## src/rtl/im2col_pkg.sv

```systemverilog
package im2col_pkg;

  typedef enum logic [2:0] {
    ST_IDLE,
    ST_SPLIT,
    ST_BUILD,
    ST_EMIT,
    ST_TAIL,
    ST_DONE
  } phase_e;

  // Weighted sum of a three-level index: outer*ko + mid*km + inner*ki.
  function automatic logic [31:0] lin_term(input logic [31:0] o, input logic [31:0] m,
                                           input logic [31:0] i, input logic [31:0] ko,
                                           input logic [31:0] km, input logic [31:0] ki);
    return o * ko + m * km + i * ki;
  endfunction

  // Length of a tile edge after clipping at the matrix boundary.
  function automatic logic [31:0] clip_len(input logic [31:0] origin, input logic [31:0] len,
                                           input logic [31:0] total);
    logic [31:0] room;
    room = total - origin;
    return (room < len) ? room : len;
  endfunction

endpackage

```

## src/rtl/im2col_split.sv

```systemverilog
// Splits an index into (outer, mid, inner) for radices (mid_rad, in_rad)
// by subtracting whole blocks, then whole inner spans.
module im2col_split #(
  parameter int IDX_W = 12,
  parameter int DIM_W = 8
) (
  input  logic             clk,
  input  logic             rst_n,
  input  logic             start,
  input  logic [IDX_W-1:0] value,
  input  logic [DIM_W-1:0] rad_mid,
  input  logic [DIM_W-1:0] rad_in,
  output logic [IDX_W-1:0] outer,
  output logic [DIM_W-1:0] mid,
  output logic [DIM_W-1:0] inner,
  output logic             ready
);
  logic [IDX_W-1:0] rem;
  logic [IDX_W-1:0] blk;
  logic [IDX_W-1:0] span;
  logic             running;

  assign blk  = IDX_W'(rad_mid) * IDX_W'(rad_in);
  assign span = IDX_W'(rad_in);

  always_ff @(posedge clk or negedge rst_n) begin
    if (!rst_n) begin
      rem     <= '0;
      outer   <= '0;
      mid     <= '0;
      inner   <= '0;
      ready   <= 1'b0;
      running <= 1'b0;
    end else if (start) begin
      rem     <= value;
      outer   <= '0;
      mid     <= '0;
      inner   <= '0;
      ready   <= 1'b0;
      running <= 1'b1;
    end else if (running) begin
      if (rem >= blk) begin
        outer <= outer + 1'b1;
        rem   <= rem - blk;
      end else if (rem >= span) begin
        mid <= mid + 1'b1;
        rem <= rem - span;
      end else begin
        inner   <= DIM_W'(rem);
        running <= 1'b0;
        ready   <= 1'b1;
      end
    end
  end


  split_range_chk: assert property (@(posedge clk) disable iff (!rst_n)
    $rose(ready) |-> (mid < rad_mid) && (inner < rad_in));

endmodule

```

## src/rtl/im2col_axis.sv

```systemverilog
// Walks TILE consecutive indices from a decomposed start point with a
// carry chain inner -> mid -> outer and stores one partial address each.
module im2col_axis #(
  parameter int TILE   = 16,
  parameter int IDX_W  = 12,
  parameter int DIM_W  = 8,
  parameter int ADDR_W = 20,
  localparam int POS_W = $clog2(TILE)
) (
  input  logic              clk,
  input  logic              rst_n,
  input  logic              load,
  input  logic [IDX_W-1:0]  st_o,
  input  logic [DIM_W-1:0]  st_m,
  input  logic [DIM_W-1:0]  st_i,
  input  logic [DIM_W-1:0]  rad_m,
  input  logic [DIM_W-1:0]  rad_i,
  input  logic [ADDR_W-1:0] k_o,
  input  logic [ADDR_W-1:0] k_m,
  input  logic [ADDR_W-1:0] k_i,
  output logic              filled,
  input  logic [POS_W-1:0]  rd_idx,
  output logic [ADDR_W-1:0] rd_term
);
  import im2col_pkg::*;

  localparam logic [POS_W:0] LAST_K = (POS_W+1)'(TILE - 1);

  logic [IDX_W-1:0]  o_cnt;
  logic [DIM_W-1:0]  m_cnt;
  logic [DIM_W-1:0]  i_cnt;
  logic [POS_W:0]    k;
  logic              busy;
  logic [ADDR_W-1:0] tab [TILE];
  logic [ADDR_W-1:0] term_now;
  logic              wrap_i;
  logic              wrap_m;

  assign term_now = ADDR_W'(lin_term(32'(o_cnt), 32'(m_cnt), 32'(i_cnt),
                                     32'(k_o), 32'(k_m), 32'(k_i)));
  assign wrap_i = (i_cnt + 1'b1) == rad_i;
  assign wrap_m = (m_cnt + 1'b1) == rad_m;

  always_ff @(posedge clk or negedge rst_n) begin
    if (!rst_n) begin
      o_cnt  <= '0;
      m_cnt  <= '0;
      i_cnt  <= '0;
      k      <= '0;
      busy   <= 1'b0;
      filled <= 1'b0;
    end else begin
      filled <= busy && (k == LAST_K);
      if (load) begin
        o_cnt <= st_o;
        m_cnt <= st_m;
        i_cnt <= st_i;
        k     <= '0;
        busy  <= 1'b1;
      end else if (busy) begin
        k <= k + 1'b1;
        if (k == LAST_K) busy <= 1'b0;
        if (wrap_i) begin
          i_cnt <= '0;
          if (wrap_m) begin
            m_cnt <= '0;
            o_cnt <= o_cnt + 1'b1;
          end else begin
            m_cnt <= m_cnt + 1'b1;
          end
        end else begin
          i_cnt <= i_cnt + 1'b1;
        end
      end
    end
  end

  always_ff @(posedge clk) begin
    if (busy) tab[k[POS_W-1:0]] <= term_now;
  end

  assign rd_term = tab[rd_idx];


  walk_range_chk: assert property (@(posedge clk) disable iff (!rst_n)
    busy |-> (i_cnt < rad_i) && (m_cnt < rad_m));

endmodule

```

## src/rtl/im2col_seq.sv

```systemverilog
// Visits the clipped eff_h x eff_w region in SUB x SUB sub-tile order.
module im2col_seq #(
  parameter int TILE  = 16,
  parameter int SUB   = 4,
  localparam int CNT_W = $clog2(TILE + SUB) + 1
) (
  input  logic             clk,
  input  logic             rst_n,
  input  logic             go,
  input  logic [CNT_W-1:0] eff_h,
  input  logic [CNT_W-1:0] eff_w,
  output logic             valid,
  output logic             last,
  output logic [CNT_W-1:0] row,
  output logic [CNT_W-1:0] col
);
  localparam logic [CNT_W-1:0] SUB_C = CNT_W'(SUB);

  logic [CNT_W-1:0] sr, sc, ir, jc;
  logic [CNT_W-1:0] room_h, room_w, lim_h, lim_w;
  logic             end_j, end_i, end_sc, end_sr;

  assign room_h = eff_h - sr;
  assign room_w = eff_w - sc;
  assign lim_h  = (room_h < SUB_C) ? room_h : SUB_C;
  assign lim_w  = (room_w < SUB_C) ? room_w : SUB_C;
  assign end_j  = (jc + 1'b1) >= lim_w;
  assign end_i  = (ir + 1'b1) >= lim_h;
  assign end_sc = (sc + SUB_C) >= eff_w;
  assign end_sr = (sr + SUB_C) >= eff_h;
  assign last   = end_j && end_i && end_sc && end_sr;
  assign row    = sr + ir;
  assign col    = sc + jc;

  always_ff @(posedge clk or negedge rst_n) begin
    if (!rst_n) begin
      valid <= 1'b0;
      sr <= '0; sc <= '0; ir <= '0; jc <= '0;
    end else if (go) begin
      valid <= 1'b1;
      sr <= '0; sc <= '0; ir <= '0; jc <= '0;
    end else if (valid) begin
      if (last) begin
        valid <= 1'b0;
      end else if (!end_j) begin
        jc <= jc + 1'b1;
      end else begin
        jc <= '0;
        if (!end_i) begin
          ir <= ir + 1'b1;
        end else begin
          ir <= '0;
          if (!end_sc) begin
            sc <= sc + SUB_C;
          end else begin
            sc <= '0;
            sr <= sr + SUB_C;
          end
        end
      end
    end
  end


  seq_contig_chk: assert property (@(posedge clk) disable iff (!rst_n)
    (valid && !last && !go) |=> valid);


  seq_bound_chk: assert property (@(posedge clk) disable iff (!rst_n)
    valid |-> (row < eff_h) && (col < eff_w));

endmodule

```

## src/rtl/im2col_addr_gen.sv

```systemverilog
module im2col_addr_gen #(
  parameter int TILE   = 16,
  parameter int SUB    = 4,
  parameter int DIM_W  = 8,
  parameter int IDX_W  = 12,
  parameter int ADDR_W = 20,
  parameter int PIX_W  = 16,
  localparam int POS_W = $clog2(TILE),
  localparam int LEN_W = $clog2(TILE) + 1,
  localparam int CNT_W = $clog2(TILE + SUB) + 1
) (
  input  logic              clk,
  input  logic              rst_n,
  input  logic              start,
  input  logic [DIM_W-1:0]  cfg_n,
  input  logic [DIM_W-1:0]  cfg_c,
  input  logic [DIM_W-1:0]  cfg_h,
  input  logic [DIM_W-1:0]  cfg_w,
  input  logic [DIM_W-1:0]  cfg_r,
  input  logic [DIM_W-1:0]  cfg_s,
  input  logic [DIM_W-1:0]  cfg_p,
  input  logic [DIM_W-1:0]  cfg_q,
  input  logic [DIM_W-1:0]  cfg_u,
  input  logic [DIM_W-1:0]  cfg_v,
  input  logic [IDX_W-1:0]  org_x,
  input  logic [IDX_W-1:0]  org_y,
  input  logic [LEN_W-1:0]  tile_h,
  input  logic [LEN_W-1:0]  tile_w,
  output logic              busy,
  output logic              done,
  output logic              out_valid,
  output logic [POS_W-1:0]  out_row,
  output logic [POS_W-1:0]  out_col,
  output logic [ADDR_W-1:0] out_addr,
  output logic              mem_rd,
  output logic [ADDR_W-1:0] mem_addr,
  input  logic [PIX_W-1:0]  mem_rdata,
  output logic              pix_valid,
  output logic [POS_W-1:0]  pix_row,
  output logic [POS_W-1:0]  pix_col,
  output logic [PIX_W-1:0]  pix_data
);
  import im2col_pkg::*;

  phase_e state;

  logic             accept;
  logic [IDX_W-1:0] rows_total, cols_total;
  logic [CNT_W-1:0] eff_h_q, eff_w_q;

  // row strides: c -> H*W, r -> W, s -> 1; column strides: n -> C*H*W, p -> u*W, q -> v
  logic [ADDR_W-1:0] rk_o, rk_m, rk_i, ck_o, ck_m, ck_i;

  logic [IDX_W-1:0] rs_o, cs_o;
  logic [DIM_W-1:0] rs_m, rs_i, cs_m, cs_i;
  logic             rs_rdy, cs_rdy;
  logic             tab_load;
  logic             row_filled, col_filled;
  logic             seq_go, seq_valid, seq_last;
  logic [CNT_W-1:0] seq_row, seq_col;
  logic [ADDR_W-1:0] row_term, col_term;

  assign accept     = start && (state == ST_IDLE);
  assign rows_total = IDX_W'(cfg_c) * IDX_W'(cfg_r) * IDX_W'(cfg_s);
  assign cols_total = IDX_W'(cfg_n) * IDX_W'(cfg_p) * IDX_W'(cfg_q);

  assign rk_o = ADDR_W'(cfg_h) * ADDR_W'(cfg_w);
  assign rk_m = ADDR_W'(cfg_w);
  assign rk_i = ADDR_W'(1);
  assign ck_o = ADDR_W'(cfg_c) * rk_o;
  assign ck_m = ADDR_W'(cfg_u) * ADDR_W'(cfg_w);
  assign ck_i = ADDR_W'(cfg_v);

  assign tab_load = (state == ST_SPLIT) && rs_rdy && cs_rdy;
  assign seq_go   = (state == ST_BUILD) && row_filled;

  im2col_split #(.IDX_W(IDX_W), .DIM_W(DIM_W)) u_row_split (
    .clk(clk), .rst_n(rst_n), .start(accept), .value(org_x),
    .rad_mid(cfg_r), .rad_in(cfg_s),
    .outer(rs_o), .mid(rs_m), .inner(rs_i), .ready(rs_rdy)
  );

  im2col_split #(.IDX_W(IDX_W), .DIM_W(DIM_W)) u_col_split (
    .clk(clk), .rst_n(rst_n), .start(accept), .value(org_y),
    .rad_mid(cfg_p), .rad_in(cfg_q),
    .outer(cs_o), .mid(cs_m), .inner(cs_i), .ready(cs_rdy)
  );

  im2col_axis #(.TILE(TILE), .IDX_W(IDX_W), .DIM_W(DIM_W), .ADDR_W(ADDR_W)) u_row_axis (
    .clk(clk), .rst_n(rst_n), .load(tab_load),
    .st_o(rs_o), .st_m(rs_m), .st_i(rs_i), .rad_m(cfg_r), .rad_i(cfg_s),
    .k_o(rk_o), .k_m(rk_m), .k_i(rk_i), .filled(row_filled),
    .rd_idx(POS_W'(seq_row)), .rd_term(row_term)
  );

  im2col_axis #(.TILE(TILE), .IDX_W(IDX_W), .DIM_W(DIM_W), .ADDR_W(ADDR_W)) u_col_axis (
    .clk(clk), .rst_n(rst_n), .load(tab_load),
    .st_o(cs_o), .st_m(cs_m), .st_i(cs_i), .rad_m(cfg_p), .rad_i(cfg_q),
    .k_o(ck_o), .k_m(ck_m), .k_i(ck_i), .filled(col_filled),
    .rd_idx(POS_W'(seq_col)), .rd_term(col_term)
  );

  im2col_seq #(.TILE(TILE), .SUB(SUB)) u_seq (
    .clk(clk), .rst_n(rst_n), .go(seq_go), .eff_h(eff_h_q), .eff_w(eff_w_q),
    .valid(seq_valid), .last(seq_last), .row(seq_row), .col(seq_col)
  );

  always_ff @(posedge clk or negedge rst_n) begin
    if (!rst_n) begin
      state   <= ST_IDLE;
      eff_h_q <= '0;
      eff_w_q <= '0;
    end else begin
      case (state)
        ST_IDLE: if (accept) begin
          eff_h_q <= CNT_W'(clip_len(32'(org_x), 32'(tile_h), 32'(rows_total)));
          eff_w_q <= CNT_W'(clip_len(32'(org_y), 32'(tile_w), 32'(cols_total)));
          state   <= ST_SPLIT;
        end
        ST_SPLIT: if (tab_load) state <= ST_BUILD;
        ST_BUILD: if (seq_go) state <= ST_EMIT;
        ST_EMIT:  if (seq_valid && seq_last) state <= ST_TAIL;
        ST_TAIL:  state <= ST_DONE;
        default:  state <= ST_IDLE;
      endcase
    end
  end

  always_ff @(posedge clk or negedge rst_n) begin
    if (!rst_n) begin
      out_valid <= 1'b0;
      out_row   <= '0;
      out_col   <= '0;
      out_addr  <= '0;
      pix_valid <= 1'b0;
      pix_row   <= '0;
      pix_col   <= '0;
    end else begin
      out_valid <= seq_valid;
      out_row   <= POS_W'(seq_row);
      out_col   <= POS_W'(seq_col);
      out_addr  <= row_term + col_term;
      pix_valid <= out_valid;
      pix_row   <= out_row;
      pix_col   <= out_col;
    end
  end

  assign busy     = (state != ST_IDLE);
  assign done     = (state == ST_DONE);
  assign mem_rd   = out_valid;
  assign mem_addr = out_addr;
  assign pix_data = mem_rdata;


  done_after_last_chk: assert property (@(posedge clk) disable iff (!rst_n)
    done |-> $past(out_valid) && !out_valid);


  done_pulse_chk: assert property (@(posedge clk) disable iff (!rst_n)
    done |=> !done);


  emit_phase_chk: assert property (@(posedge clk) disable iff (!rst_n)
    seq_valid |-> (state == ST_EMIT));


  start_ignored_chk: assert property (@(posedge clk) disable iff (!rst_n)
    (start && busy && !done) |=> busy);


  axes_in_step_chk: assert property (@(posedge clk) disable iff (!rst_n)
    row_filled == col_filled);

endmodule

```

## config.mk

```make
export PLATFORM = sky130hd
export DESIGN_NAME = im2col_addr_gen
export DESIGN_NICKNAME = d
export VERILOG_FILES = /design/src/rtl/im2col_pkg.sv /design/src/rtl/im2col_split.sv /design/src/rtl/im2col_axis.sv /design/src/rtl/im2col_seq.sv /design/src/rtl/im2col_addr_gen.sv
export SDC_FILE = /design/constraint.sdc
export NUM_CORES = 2
export LEC_CHECK = 0
export BUFFER_PORTS_ARGS = -buffer_cell sky130_fd_sc_hd__buf_2
export CELL_PAD_IN_SITES_DETAIL_PLACEMENT = 1
export CELL_PAD_IN_SITES_GLOBAL_PLACEMENT = 2
export CORE_UTILIZATION = 40
export CTS_CLUSTER_DIAMETER = 100
export CTS_CLUSTER_SIZE = 8
export DETAILED_ROUTE_END_ITERATION = 6
export GPL_TIMING_DRIVEN = 0
export MAX_ROUTING_LAYER = met4
export PLACE_DENSITY = 0.83
export SYNTH_ARGS = -nofsm -noshare
export SYNTH_HDL_FRONTEND = slang
export SYNTH_SLANG_ARGS = --single-unit
```

## constraint.sdc

```tcl
create_clock -name clk -period 10 [get_ports clk]
set_input_delay 0.5 -clock clk [delete_from_list [all_inputs] [get_ports clk]]
set_output_delay 0.5 -clock clk [all_outputs]
set_load 0.005 [all_outputs]
```

==> flow_summary_export.csv <==
group,metric,value,unit
logic_synthesis,synth-seq-cells,867,
critical_path,slowest_stage,"fa_1",
floorplan,die-area,192000,sq um
logic_synthesis,netlist_instances,6911,
timing,fin_ws,-3.33,ns
clock_network,cts_tree,"built",
timing,finalCriticalPeriod,13.33,ns
logic_synthesis,syn_area,75900,sq um
floorplan,coreArea,188000,sq um
critical_path,cp.arrival,13.76,ns
critical_path,crit-reg2reg-launch,"u_col_axis.i_cnt[4]$_DFFE_PN0P_",
timing,fin_crit_sh,1.33,
logic_synthesis,synthTopCellsByCount,"1082 x inv_1, 803 x fa_1, 741 x nand2_1",
floorplan,start_util,0.403,
detailed_routing,drcViolationCount,32,
global_routing,overflow,0,
timing,tightestPinTransition,1.46,ns
outcome,outcome,"finished with violations",
global_routing,grt_max_degree,103,
placed_design,io_buffers,188,
final_layout,multi_input_area,46900,sq um
clock_network,h-tree-depth,3,
detailed_routing,drtPass1Iterations,7,
detailed_routing,drtAntennaViolNets,0,
critical_path,worstPathRequired,10.43,ns
final_layout,drive_gt1_frac,0.117,
timing,max_freq,0.0750,GHz
global_routing,grt_pass1_vias,58319,
logic_synthesis,ys.flop_type,"edfxtp_1",
detailed_routing,routedWlPerCell,23.4,microns
detailed_routing,vias_per_cell,5.32,
outcome,violations,"DRC, setup timing",
detailed_routing,drtIter0Drc,3267,
logic_synthesis,syn_area_per_cell,11.0,sq um
hold_path,hold_path_class,"primary input to flop",
clock_network,clk_latency,0.75,ns
global_routing,grt_pass1_wl,357,mm
logic_synthesis,yosysMostFrequentCell,"inv_1",
critical_path,cp_common_cell,"fa_1",
clock_network,numCtsBuffers,119,
floorplan,io-pin-count,210,
global_routing,track_usage,0.253,
critical_path,max_stage_delay,0.55,ns
timing,finalSetupTns,-359.79,ns
logic_synthesis,synth_warnings,0,
detailed_routing,vias,52637,
floorplan,die_h,438,microns
critical_path,crit_fanout,16,
timing,finalSetupViolCount,243,
job,drv_cap,0,
clock_network,clkSinkCount,867,
logic_synthesis,synth_edf_count,640,
timing,slew_viol_final,0,
logic_synthesis,synth_cell_types,76,
clock_network,cts_max_path_buffers,3,
detailed_routing,wirelength,232,mm
final_layout,seq_area,24900,sq um
global_routing,antenna_found_initial,17,
floorplan,rows,159,
hold_path,hold_start,"org_x[0]",
floorplan,dieWidth,438,microns
critical_path,crit_type,"primary input to flop",
timing,fin_worst_skew,0.0655,ns
placed_design,dp_hpwl,178,mm
timing,rsz0062_at_grt,"true",
final_layout,nFillCells,20578,
logic_synthesis,synth_area_leaders,"edfxtp_1 25%, fa_1 21%, ha_1 9.6%",
timing,final_hold_viol_count,0,
critical_path,start_kind,"primary input",
logic_synthesis,ys_seq_area_frac,0.328,
final_layout,area_growth,13.3,%
clock_network,clk_pin_slew,0.05,ns
logic_synthesis,yosys.area.top_type,"edfxtp_1",
placed_design,place_congestion,0.882,
critical_path,startpoint,"cfg_w[2]",
timing,relSlewSlack,0.0283,
critical_path,endpoint_kind,"flop",
final_layout,nets,8824,
logic_synthesis,synth_top_area_frac,0.253,
logic_synthesis,async_flop_share,0.262,
clock_network,cts-root-buf,"clkbuf_16",
## sequential cells by signal, summed over array words and instances (netlist names), 12 cells and up
name / count
u_col_axis.o_cnt: 12
u_col_split.rem: 12
u_col_axis.tab: 320
u_row_split.rem: 12
mem_addr: 20
u_row_axis.tab: 320
u_col_split.outer: 12
u_row_axis.o_cnt: 12
u_row_split.outer: 12
## repair_timing
| action | 4_1_cts | 5_1_grt |
|---|---|---|
| gates resized for setup | 161 | 51 |
| pin swaps | 73 | 54 |
| setup endpoints to repair | 355 | 298 |
| hold buffers | 1 | 0 |
| cloned | 1 | 0 |
| setup buffers | 52 | 12 |
| endpoints found under the hold margin | 42 | 0 |
## worst max-delay path, delay by kind of cell
| family | cells | cell delay [ns] |
|---|---|---|
| simple gates | 6 | 0.70 |
| fa+ha+maj | 17 | 7.88 |
| buf+inv | 15 | 1.29 |
| compound gates | 2 | 0.66 |
| xor+xnor | 12 | 2.69 |
## cell families after synthesis
logic type,count (synthesis),synth area share
XOR/XNOR,400,0.0467
buffers and inverters,1408,0.0716
flip-flops,867,0.328
multiplexers,221,0.0621
AO/OA/AOI/OAI,693,0.0568
adder cells (fa/ha/maj),1385,0.308
other,2,0.0000989
AND/OR/NAND/NOR,1935,0.127
## final cells by class
type / count / share of cell area
tap: 2495 / 0.0363
multi-input combinational: 4640 / 0.545
timing repair buffer: 271 / 0.0208
antenna: 5 / 0.000146
clock inverter: 6 / 0.00162
buffer: 324 / 0.0197
sequential: 867 / 0.290
inverter: 1083 / 0.0473
clock buffer: 207 / 0.0392
## stage by stage
stage / area [sq um] / util / setup slack [ns] / hold WS, ns / std cells
2_1_floorplan: 76500 / - / -2.86 / 0.204 / 6915
3_3_place_gp: 80600 / 0.428 / -5.77 / 0.356 / 9598
3_5_place_dp: 80800 / 0.430 / -6.01 / 0.366 / 9615
4_1_cts: 85600 / 0.455 / -3.31 / 0.0383 / 9882
5_1_grt: 86000 / 0.457 / -3.65 / 0.0843 / 9893
6_report: 86000 / 0.457 / -3.33 / 0.0722 / 9898
## routing by layer
| layer | GRT usage | up-vias | wire (microns) | part of all wire |
|---|---|---|---|---|
| met5 | - | - | 0 | 0 |
| met4 | 0.0666 | 0 | 6470 | 0.028 |
| met3 | 0.0192 | 320 | 8710 | 0.038 |
| met2 | 0.437 | 1219 | 118000 | 0.51 |
| met1 | 0.319 | 27711 | 98400 | 0.42 |
| li1 | - | 23387 | - | - |
## path summary, 6_finish.rpt
kind	to	slack, ns	depth (start not counted)
max in group asynchronous	u_row_axis.o_cnt[8]$_DFFE_PN0P_	8.36	4
worst min-delay path	u_row_split.rem[0]$_DFFE_PN0P_	0.07	3
worst max-delay path	u_col_axis.tab[8][19]$_DFFE_PP_	-3.33	52
worst min register to register	pix_row[0]$_DFF_PN0_	0.36	0
min in group asynchronous	mem_addr[4]$_DFF_PN0_	0.26	2
worst max register to register	u_col_axis.tab[8][19]$_DFFE_PP_	-0.52	41
## cells in the final DEF (no fill, tap or decap), types with 27 or more instances in the layout
cell and instances:
inv_1 1069, fa_1 799, nand2_1 729, edfxtp_1 640, and2_1 603, ha_1 557, clkbuf_1 309, xnor2_1 246
dfrtp_1 227, nor2_1 207, a21oi_1 202, mux4_2 200, buf_2 186, o21ai_0 169, clkbuf_16 126, xor2_1 106
buf_4 92, and3_1 74, nand3_1 70, a21o_1 59, o21bai_1 50, nor3_1 45, nand4_1 32, nor2b_1 31
nand2b_1 27
Power is not shown: default switching activity piles up to over one toggle a cycle in this logic, so the estimate is an artifact.
